## src/rtl/can_acf_pkg.sv

```systemverilog
package can_acf_pkg;

    localparam int ID_W  = 29;
    localparam int STD_W = 11;

    typedef enum logic [1:0] {
        FMT_STD_ONLY = 2'b00,
        FMT_EXT_ONLY = 2'b01,
        FMT_MIXED    = 2'b10,
        FMT_MIXED_B  = 2'b11
    } fmt_e;

    // Bits of the identifier that a frame of the given format carries.
    function automatic logic [ID_W-1:0] fmt_bits(input logic ext);
        fmt_bits = ext ? {ID_W{1'b1}} : {{STD_W{1'b1}}, {(ID_W-STD_W){1'b0}}};
    endfunction

    // Format acceptance: in mixed mode the slot bit decides, else the mode does.
    function automatic logic fmt_pass(input logic [1:0] fmt, input logic frame_ext,
                                      input logic slot_ext);
        fmt_pass = fmt[1] ? (frame_ext == slot_ext) : (frame_ext == fmt[0]);
    endfunction

endpackage

```

## src/rtl/acf_id_cmp.sv

```systemverilog
module acf_id_cmp
    import can_acf_pkg::*;
(
    input  logic [ID_W-1:0] frame_id,
    input  logic            frame_ext,
    input  logic            frame_rmt,
    input  logic [ID_W-1:0] ref_id,
    input  logic            ref_ext,
    input  logic            ref_rmt,
    input  logic [ID_W-1:0] care_mask,
    input  logic [1:0]      fmt,
    output logic            match
);
    logic [ID_W-1:0] cmp_bits_d;
    logic            id_eq_d;

    always_comb begin
        cmp_bits_d = care_mask & fmt_bits(frame_ext);
        id_eq_d    = ((frame_id ^ ref_id) & cmp_bits_d) == '0;
        match      = id_eq_d
                   & (frame_rmt == ref_rmt)
                   & fmt_pass(fmt, frame_ext, ref_ext);
    end

endmodule

```

## src/rtl/acf_mb_bank.sv

```systemverilog
module acf_mb_bank
    import can_acf_pkg::*;
#(
    parameter int NUM_MB      = 32,
    parameter int MB_PER_MASK = 4,
    localparam int NUM_MASK   = NUM_MB / MB_PER_MASK,
    localparam int DEAD_BASE  = NUM_MB - 2 * MB_PER_MASK
) (
    input  logic [ID_W-1:0]          frame_id,
    input  logic                     frame_ext,
    input  logic                     frame_rmt,
    input  logic [1:0]               fmt,
    input  logic                     fifo_en,
    input  logic [NUM_MB*ID_W-1:0]   mb_id,
    input  logic [NUM_MB-1:0]        mb_ide,
    input  logic [NUM_MB-1:0]        mb_rtr,
    input  logic [NUM_MB-1:0]        mb_rx_en,
    input  logic [NUM_MB-1:0]        mask_off,
    input  logic [NUM_MASK*ID_W-1:0] grp_mask,
    output logic [NUM_MB-1:0]        slot_match
);
    for (genvar m = 0; m < NUM_MB; m++) begin : g_slot
        localparam int  GRP       = m / MB_PER_MASK;
        localparam bit  FIFO_ZONE = (m >= DEAD_BASE);

        logic [ID_W-1:0] eff_mask_d;
        logic            raw_match;
        logic            eligible_d;

        always_comb begin
            eff_mask_d = mask_off[m] ? {ID_W{1'b1}} : grp_mask[GRP*ID_W +: ID_W];
            eligible_d = mb_rx_en[m] & ~(fifo_en & FIFO_ZONE);
        end

        acf_id_cmp u_cmp (
            .frame_id  (frame_id),
            .frame_ext (frame_ext),
            .frame_rmt (frame_rmt),
            .ref_id    (mb_id[m*ID_W +: ID_W]),
            .ref_ext   (mb_ide[m]),
            .ref_rmt   (mb_rtr[m]),
            .care_mask (eff_mask_d),
            .fmt       (fmt),
            .match     (raw_match)
        );

        assign slot_match[m] = eligible_d & raw_match;
    end

endmodule

```

## src/rtl/acf_fifo_match.sv

```systemverilog
module acf_fifo_match
    import can_acf_pkg::*;
(
    input  logic [ID_W-1:0] frame_id,
    input  logic            frame_ext,
    input  logic            frame_rmt,
    input  logic [1:0]      fmt,
    input  logic            fifo_en,
    input  logic            fifo_rx_en,
    input  logic [ID_W-1:0] mask_a,
    input  logic [ID_W-1:0] mask_b,
    input  logic [ID_W-1:0] id_a,
    input  logic            ide_a,
    input  logic            rtr_a,
    input  logic [ID_W-1:0] id_b,
    input  logic            ide_b,
    input  logic            rtr_b,
    output logic            fifo_hit
);
    logic [1:0] set_match;

    acf_id_cmp u_set_a (
        .frame_id  (frame_id),
        .frame_ext (frame_ext),
        .frame_rmt (frame_rmt),
        .ref_id    (id_a),
        .ref_ext   (ide_a),
        .ref_rmt   (rtr_a),
        .care_mask (mask_a),
        .fmt       (fmt),
        .match     (set_match[0])
    );

    acf_id_cmp u_set_b (
        .frame_id  (frame_id),
        .frame_ext (frame_ext),
        .frame_rmt (frame_rmt),
        .ref_id    (id_b),
        .ref_ext   (ide_b),
        .ref_rmt   (rtr_b),
        .care_mask (mask_b),
        .fmt       (fmt),
        .match     (set_match[1])
    );

    assign fifo_hit = fifo_en & fifo_rx_en & (|set_match);

endmodule

```

## src/rtl/acf_pick.sv

```systemverilog
module acf_pick #(
    parameter int N   = 32,
    localparam int IW = $clog2(N)
) (
    input  logic          clk,
    input  logic          rst_n,
    input  logic [N-1:0]  cand,
    output logic          any,
    output logic [IW-1:0] idx
);
    logic [N-1:0] lowest_d;

    always_comb begin
        idx = '0;
        for (int i = N - 1; i >= 0; i--) begin
            if (cand[i]) idx = IW'(i);
        end
        any      = |cand;
        lowest_d = cand & (~cand + 1'b1);
    end

    // exactly one winner at most, and it is the reported one
    p_single_winner_r6: assert property (@(posedge clk) disable iff (!rst_n)
        $onehot0(lowest_d) && (any == ($countones(lowest_d) == 1)));

    p_winner_is_index_r6: assert property (@(posedge clk) disable iff (!rst_n)
        any |-> ((lowest_d >> idx) == 1));

endmodule

```

## src/rtl/can_acc_filter.sv

```systemverilog
module can_acc_filter
    import can_acf_pkg::*;
#(
    parameter int NUM_MB      = 32,
    parameter int MB_PER_MASK = 4,
    localparam int NUM_MASK   = NUM_MB / MB_PER_MASK,
    localparam int IDX_W      = $clog2(NUM_MB)
) (
    input  logic                     clk,
    input  logic                     rst_n,
    input  logic                     frm_valid,
    input  logic [ID_W-1:0]          frm_id,
    input  logic                     frm_ide,
    input  logic                     frm_rtr,
    input  logic [1:0]               cfg_fmt,
    input  logic                     cfg_fifo_en,
    input  logic [NUM_MB*ID_W-1:0]   mb_id,
    input  logic [NUM_MB-1:0]        mb_ide,
    input  logic [NUM_MB-1:0]        mb_rtr,
    input  logic [NUM_MB-1:0]        mb_rx_en,
    input  logic [NUM_MB-1:0]        mask_off,
    input  logic [NUM_MASK*ID_W-1:0] grp_mask,
    input  logic [ID_W-1:0]          fifo_id_a,
    input  logic                     fifo_ide_a,
    input  logic                     fifo_rtr_a,
    input  logic [ID_W-1:0]          fifo_id_b,
    input  logic                     fifo_ide_b,
    input  logic                     fifo_rtr_b,
    output logic                     acc_hit,
    output logic [IDX_W-1:0]         acc_idx,
    output logic                     acc_fifo
);
    localparam int FIFO_BASE = NUM_MB - MB_PER_MASK;
    localparam int DEAD_BASE = NUM_MB - 2 * MB_PER_MASK;

    typedef struct packed {
        logic             hit;
        logic             fifo;
        logic [IDX_W-1:0] idx;
    } res_t;

    res_t st_d, st_q;

    logic [NUM_MB-1:0] slot_match;
    logic [NUM_MB-1:0] cand_d;
    logic              fifo_hit;
    logic              pick_any;
    logic [IDX_W-1:0]  pick_idx;

    acf_mb_bank #(
        .NUM_MB      (NUM_MB),
        .MB_PER_MASK (MB_PER_MASK)
    ) u_bank (
        .frame_id   (frm_id),
        .frame_ext  (frm_ide),
        .frame_rmt  (frm_rtr),
        .fmt        (cfg_fmt),
        .fifo_en    (cfg_fifo_en),
        .mb_id      (mb_id),
        .mb_ide     (mb_ide),
        .mb_rtr     (mb_rtr),
        .mb_rx_en   (mb_rx_en),
        .mask_off   (mask_off),
        .grp_mask   (grp_mask),
        .slot_match (slot_match)
    );

    acf_fifo_match u_fifo (
        .frame_id   (frm_id),
        .frame_ext  (frm_ide),
        .frame_rmt  (frm_rtr),
        .fmt        (cfg_fmt),
        .fifo_en    (cfg_fifo_en),
        .fifo_rx_en (mb_rx_en[FIFO_BASE]),
        .mask_a     (grp_mask[(NUM_MASK-2)*ID_W +: ID_W]),
        .mask_b     (grp_mask[(NUM_MASK-1)*ID_W +: ID_W]),
        .id_a       (fifo_id_a),
        .ide_a      (fifo_ide_a),
        .rtr_a      (fifo_rtr_a),
        .id_b       (fifo_id_b),
        .ide_b      (fifo_ide_b),
        .rtr_b      (fifo_rtr_b),
        .fifo_hit   (fifo_hit)
    );

    always_comb begin
        cand_d            = slot_match;
        cand_d[FIFO_BASE] = slot_match[FIFO_BASE] | fifo_hit;
    end

    acf_pick #(.N(NUM_MB)) u_pick (
        .clk   (clk),
        .rst_n (rst_n),
        .cand  (cand_d),
        .any   (pick_any),
        .idx   (pick_idx)
    );

    always_comb begin
        st_d      = '0;
        st_d.hit  = frm_valid & pick_any;
        st_d.idx  = st_d.hit ? pick_idx : '0;
        st_d.fifo = st_d.hit & cfg_fifo_en & (pick_idx == IDX_W'(FIFO_BASE));
    end

    always_ff @(posedge clk or negedge rst_n) begin
        if (!rst_n) st_q <= '0;
        else        st_q <= st_d;
    end

    assign acc_hit  = st_q.hit;
    assign acc_idx  = st_q.idx;
    assign acc_fifo = st_q.fifo;

    // no strobe, no hit on the next cycle
    p_idle_quiet_r7: assert property (@(posedge clk) disable iff (!rst_n)
        !frm_valid |=> (!acc_hit && acc_idx == '0));

    // a winner was receive-enabled when the frame was sampled
    p_winner_enabled_r6: assert property (@(posedge clk) disable iff (!rst_n)
        acc_hit |-> ((($past(mb_rx_en) >> acc_idx) & 1) != 0));

    // a FIFO hit always reports the FIFO slot
    p_fifo_slot_r9: assert property (@(posedge clk) disable iff (!rst_n)
        acc_fifo |-> (acc_hit && acc_idx == IDX_W'(FIFO_BASE)));

    // in FIFO mode no ordinary win comes from the upper two groups
    p_dead_slots_r8: assert property (@(posedge clk) disable iff (!rst_n)
        (cfg_fifo_en && frm_valid) |=>
            !(acc_hit && !acc_fifo && acc_idx >= IDX_W'(DEAD_BASE)));

    // outside FIFO mode the FIFO flag stays low
    p_no_fifo_flag_r10: assert property (@(posedge clk) disable iff (!rst_n)
        !cfg_fifo_en |=> !acc_fifo);

endmodule

```

## config.mk

```make
export PLATFORM = sky130hd
export DESIGN_NAME = can_acc_filter
export DESIGN_NICKNAME = d
export VERILOG_FILES = /design/src/rtl/can_acf_pkg.sv /design/src/rtl/acf_id_cmp.sv /design/src/rtl/acf_mb_bank.sv /design/src/rtl/acf_fifo_match.sv /design/src/rtl/acf_pick.sv /design/src/rtl/can_acc_filter.sv
export SDC_FILE = /design/constraint.sdc
export NUM_CORES = 1
export LEC_CHECK = 0
export BUFFER_PORTS_ARGS = -buffer_cell sky130_fd_sc_hd__buf_2
export CAP_MARGIN = 30
export CORE_AREA = 2 2 540 542
export CTS_BUF_LIST = sky130_fd_sc_hd__clkbuf_16
export CTS_CLUSTER_DIAMETER = 40
export DETAILED_ROUTE_END_ITERATION = 12
export DIE_AREA = 0 0 542 544
export PLACE_DENSITY_LB_ADDON = 0.1
export SYNTH_ARGS = -nofsm -noshare
export SYNTH_HDL_FRONTEND = slang
export SYNTH_SLANG_ARGS = --single-unit
```

## constraint.sdc

```tcl
create_clock -name clk -period 0.8 [get_ports clk]
set_input_delay 0.24 -clock clk [delete_from_list [all_inputs] [get_ports clk]]
set_output_delay 0.24 -clock clk [all_outputs]
set_load 0.05 [all_outputs]
```

==> results of run 1 <==
[routing by layer]
metal	track usage	vias to the layer above	wire [µm]
met3	0.0510	432	22200
met1	0.231	15564	123000
met2	0.378	1669	161000
met4	0.0240	156	4240
met5	0	-	985
li1	-	14656	-
[metrics by stage]
step           hold slack (ps)  setup TNS [ps]  area, µm²  utilization  power (mW)
5_1_grt                    334          -20150      38100        0.132        27.4
3_3_place_gp               106          -23730      37000        0.128        24.9
2_1_floorplan            -55.6          -13330      18900            -        8.71
6_report                   320          -19140      38200        0.132        25.7
3_5_place_dp               103          -22290      37000        0.128        24.7
4_1_cts                    326          -19670      37900        0.131        26.2
[state kept, by name, summed over array words and instances, names as in the netlist]
name and count:
acc_hit 1, acc_fifo 1, acc_idx 5
[cell type report]
type | instances | area (µm²)
fill | 33945 | 251000
multi-input combinational | 2622 | 18000
tap | 3800 | 4750
antenna | 77 | 193
timing repair buffer | 2233 | 15000
inverter | 6 | 22.5
clock inverter | 1 | 3.75
sequential | 7 | 183
clock buffer | 3 | 75.1
[repair_timing]
action | 4_1_cts | 5_1_grt
resized for setup | 112 | 16
hold endpoints to repair | 7 | 0
pin swaps | 23 | 10
gates cloned | 2 | 0
hold buffers | 1 | 0
setup buffers | 25 | 4
endpoints found under the setup margin | 14 | 14
[worst max-delay path, delay by kind of cell]
family          cells  cell delay [ps]
compound gates      7             1560
xor+xnor            1              160
simple gates        3              760
buf+inv             5              850
[worst paths after layout]
kind	start	end	slack [ps]
worst max-delay path	frm_id[4]	acc_idx[0]$_DFF_PN0_	-2640
worst min-delay path	frm_valid	acc_idx[3]$_DFF_PN0_	320
max in group asynchronous	rst_n	acc_idx[1]$_DFF_PN0_	110
min in group asynchronous	rst_n	acc_idx[4]$_DFF_PN0_	500
[cell usage after synthesis (all sizes together) (2+ instances only)]
master and number:
xor2 600, o21ai 532, o22ai 287, xnor2 268, nor2 256, a21oi 198, buf 136, nand4 120
clkbuf 116, nand2 57, or4 51, nor4 48, nand3 35, a22oi 24, nor3 14, o2111ai 14
a2111oi 13, and3 9, o41a 9, o41ai 9, and4 7, dfrtp 7, or3 7, a211oi 6
inv 5, nor4b 5, o211ai 5, o21a 5, a31oi 4, and2 4, a211o 3, a221oi 3
nand2b 3, nor2b 3, or2 3, a21o 2, a222oi 2, and4b 2, o2111a 2, o21bai 2
[placed cells by master, fill, tap and decap left out, types with 6 or more instances in the layout]
master     instances
xnor2_1          247
nor4_4             6
nor2_1           249
nand2_1           57
buf_6             17
or4_1             36
xor2_1           595
o41a_1             9
or3_1              6
o2111ai_1         14
a22oi_1           24
o22ai_1          284
buf_2           1362
o21ai_1           10
nor4_1            37
o21ai_0          521
buf_4            728
xnor2_2           19
nand4_1          120
nor3_1            12
diode_2           77
buf_12           120
or4_4             15
a2111oi_4          7
and4_1             7
dfrtp_2            6
nand3_1           33
and3_1             9
a21oi_1          195
[logic make-up after synthesis]
logic type / after synthesis / synth area share
buffers and inverters: 258 / 0.0665
AO/OA/AOI/OAI: 1126 / 0.345
AND/OR/NAND/NOR: 627 / 0.171
flip-flops: 7 / 0.00939
multiplexers: 1 / 0.000537
XOR/XNOR: 868 / 0.408
[power groups by stage]
stage / combinational (mW) / sequential, mW / clock, mW
final: 24.5 / 0.359 / 0.867
after global routing: 26.1 / 0.359 / 0.902
after CTS: 25.0 / 0.359 / 0.886
after detailed placement: 24.3 / 0.364 / 0
after global placement: 24.5 / 0.364 / 0
after floorplan: 8.34 / 0.369 / 0
==> flow_summary.toml, run 1 <==
[floorplanning]
rows = 198
num_io_pins = 1394
dieArea_um2 = 295000
die_w_um = 542
fp.dieH_um = 544
start_util = 0.0645
core-area_um2 = 289000

[worst_setup_path]
end_kind = "register"
cp_slowest_cell = "or4_4"
cpMostUsedCell = "buf_4"
crit_path_start_kind = "primary input"
critical_path.max_stage_delay_ps = 550
critical_path_class = "primary input to register"
crit_path_max_fanout = 8
required_ps = 950
arrival_ps = 3590
path_cells = "buf_4, buf_12, buf_4, buf_4, xor2_1, o21ai_0, nand2_1, or4_4, a2111oi_4, a31o_1, nand4_1, buf_4, a211oi_2, o21ai_1, a311o_1, a211oi_2"

[global_route]
grt_pass1_vias = 33446
grt.overflow.total = 0
grt_max_degree = 22
antenna_found_initial = 302
grt_usage = 0.201
grt_first_pass_wirelength_um = 382000

[routing]
vias_per_cell = 3.71
drtPass1Iterations = 5
wl_um = 311000
drc = 0
dr_total_vias = 32477
antenna_left = 0
drtIter0Drc = 2037
routedWlPerCell_um = 35.6

[power_and_ir_drop]
sw_frac_of_total = 0.560
power_density_nw_per_um2 = 672
power_frac_seq = 0.014
peakVddDrop_mv = 0.457
clockPowerShare = 0.034
p_int_mw = 11.3
combinationalPowerShare = 0.952
p_leak_nw = 16.3
p_switching_mw = 14.4

[logic_synthesis]
synth_edf_count = 0
async_flop_share = 1.00
ys_seq_area_frac = 0.00939
synth.avg_cell_area_um2 = 6.46
yosys.area.top_type = "xor2_1"
synth_area_um2 = 18700
synth_top_cell_area_share = 0.282
yosysWarnings = 0
yosys-top-cells-area = "xor2_1, o21ai_0, xnor2_1, o22ai_1, a21oi_1"
synth_cell_types = 62
synthesis.nets = 4274
ys.flop_type = "dfrtp_1"
ys_ff_latch = 7
synthCells = 2887

[min_path]
hold_path.class = "primary input to register"
holdPathStages = 3

[run]
max_cap_violations = 0

[cts]
clock_sinks = 7
path_clk_slew_ps = 40
cts_buffers = 3
tritoncts = "done"
cts_max_path_buffers = 2
htreeDepth = 1
root_buffer = "clkbuf_16"

[placed_design]
numPortBuffers = 1393
dpl_worst_slack_ps = -3300
place.gp.congestion = 0.880
dp_cells = 8644
place_hpwl_um = 287000

[sta]
timing.final.crit_period_ps = 3440
finalHoldViolCount = 0
min_period_over_period = 4.30
relSlewSlack = 0.389
rsz0062_at_grt = "yes"
fmax_ghz = 0.290
setup_viol = 14
worstMarginPinSlew_ps = 910
fin_ws_ps = -2640
slew_violations = 0

[final_layout]
stdcell_count = 8749
nets = 6260
layout-drive-gt1-share = 0.481
area_growth_pct = 105

[run_status]
status = "finished with violations"
violations = "setup timing"
Note: power is estimated with default switching activity, not from simulation.
==> run 2: changes to the inputs <==
--- a/config.mk
+++ b/config.mk
@@ -13,6 +13,8 @@
 export DETAILED_ROUTE_END_ITERATION = 12
 export DIE_AREA = 0 0 542 544
 export PLACE_DENSITY_LB_ADDON = 0.1
+export SKIP_CTS_REPAIR_TIMING = 1
+export SLEW_MARGIN = 0
 export SYNTH_ARGS = -nofsm -noshare
 export SYNTH_HDL_FRONTEND = slang
 export SYNTH_SLANG_ARGS = --single-unit
==> flow_summary.toml, run 2 (same netlist as run 1, synthesis figures left out) <==
[sta]
min_period_over_period = 4.38
fin_ws_ps = -2710
slew_violations = 0
setup_viol = 14
tns_ps = -19480
fmax_ghz = 0.285
timing.hold.ws_ps = 320
rsz0062_at_grt = "yes"
relSlewSlack = 0.430
finalHoldViolCount = 0
timing.final.crit_period_ps = 3510
worstMarginPinSlew_ps = 849

[final_layout]
final_core_util = 0.132
mostFrequentLayoutCells = "buf_2, buf_4, xor2_1"
fillers = 33940
nets = 6260
fin_area_um2 = 38100
area_growth_pct = 104
final_common_cell = "buf_2"
largest_reg_flops = 5
layout-drive-gt1-share = 0.480

[power_and_ir_drop]
clockPowerShare = 0.034
power_frac_seq = 0.014
power_density_nw_per_um2 = 671
combinationalPowerShare = 0.952
p_switching_mw = 14.3
p_int_mw = 11.3
sw_frac_of_total = 0.560
p_leak_nw = 16.2
peakVddDrop_mv = 0.458

[floorplanning]
rows = 198
core-area_um2 = 289000
dieArea_um2 = 295000
start_util = 0.0645
die_w_um = 542
fp.dieH_um = 544
num_io_pins = 1394

[routing]
drc = 0
routedWlPerCell_um = 35.5
dr_total_vias = 32310
drtIter0Drc = 2064
wl_um = 310000
antenna_left = 0
vias_per_cell = 3.70
drtPass1Iterations = 7

[run]
max_cap_violations = 0

[worst_setup_path]
critical_path_class = "primary input to register"
required_ps = 950
crit_path_max_fanout = 4
end_kind = "register"
crit_path_start_kind = "primary input"
arrival_ps = 3650

[cts]
path_clk_slew_ps = 40
tritoncts = "done"
cts_max_path_buffers = 2
clock_sinks = 7
root_buffer = "clkbuf_16"
cts_buffers = 3
htreeDepth = 1

[global_route]
grt_pass1_vias = 33270
grt_first_pass_wirelength_um = 380000
antenna_found_initial = 297
grt.overflow.total = 0
grt_usage = 0.200
grt_max_degree = 22

[placed_design]
numPortBuffers = 1393
place_hpwl_um = 287000
place.gp.congestion = 0.880
placed_area_um2 = 37000
dpl_worst_slack_ps = -3300

[run_status]
violations = "setup timing"
status = "finished with violations"

[min_path]
hold_path.class = "primary input to register"
run 2: layout make-up:
| type | instances | area [µm²] | share of cell area |
|---|---|---|---|
| inverters | 6 | 22.5 | 0.000591 |
| flip-flops and latches | 7 | 183 | 0.00479 |
| multi-input cells | 2622 | 17900 | 0.471 |
| well taps | 3800 | 4750 | 0.125 |
| repair buffers | 2233 | 15000 | 0.393 |
| clock buffers | 3 | 75.1 | 0.00197 |
| diodes | 66 | 165 | 0.00433 |
| clock inverters | 1 | 3.75 | 0.0000985 |
run 2: through the flow:
stage / std cells / power, mW
2_1_floorplan: 2887 / 8.71
3_3_place_gp: 8639 / 24.9
3_5_place_dp: 8644 / 24.7
4_1_cts: 8648 / 25.7
5_1_grt: 8690 / 27.3
6_report: 8738 / 25.6
run 2: power groups by stage:
stage | Combinational, mW | Clock, mW | Sequential [mW]
2_1_floorplan | 8.34 | 0 | 0.369
3_3_place_gp | 24.5 | 0 | 0.364
3_5_place_dp | 24.3 | 0 | 0.364
4_1_cts | 24.5 | 0.886 | 0.359
5_1_grt | 26.0 | 0.902 | 0.359
6_report | 24.4 | 0.866 | 0.359
run 2: per-layer routing:
layer,share of wire,GRT usage
met5,0.0030,0
met4,0.015,0.0235
met3,0.072,0.0491
met2,0.52,0.378
met1,0.39,0.230
run 2: final timing paths:
path / slack [ps] / endpoint / cells after the start / startpoint
max in group asynchronous: 100 / acc_idx[1]$_DFF_PN0_ / 2 / rst_n
worst min-delay path: 320 / acc_idx[3]$_DFF_PN0_ / 3 / frm_valid
min in group asynchronous: 500 / acc_idx[4]$_DFF_PN0_ / 2 / rst_n
worst max-delay path: -2710 / acc_idx[0]$_DFF_PN0_ / 13 / frm_id[9]
run 2: critical path, stage by stage:
cell and delay, ps:
buf_4 150, xnor2_1 260, o22ai_1 100, or4_4 570, or4_4 500, a2111oi_4 400, a31o_1 260, nand4_1 120
buf_4 170, a211oi_2 260, o21ai_1 120, a311o_1 300, a211oi_2 190
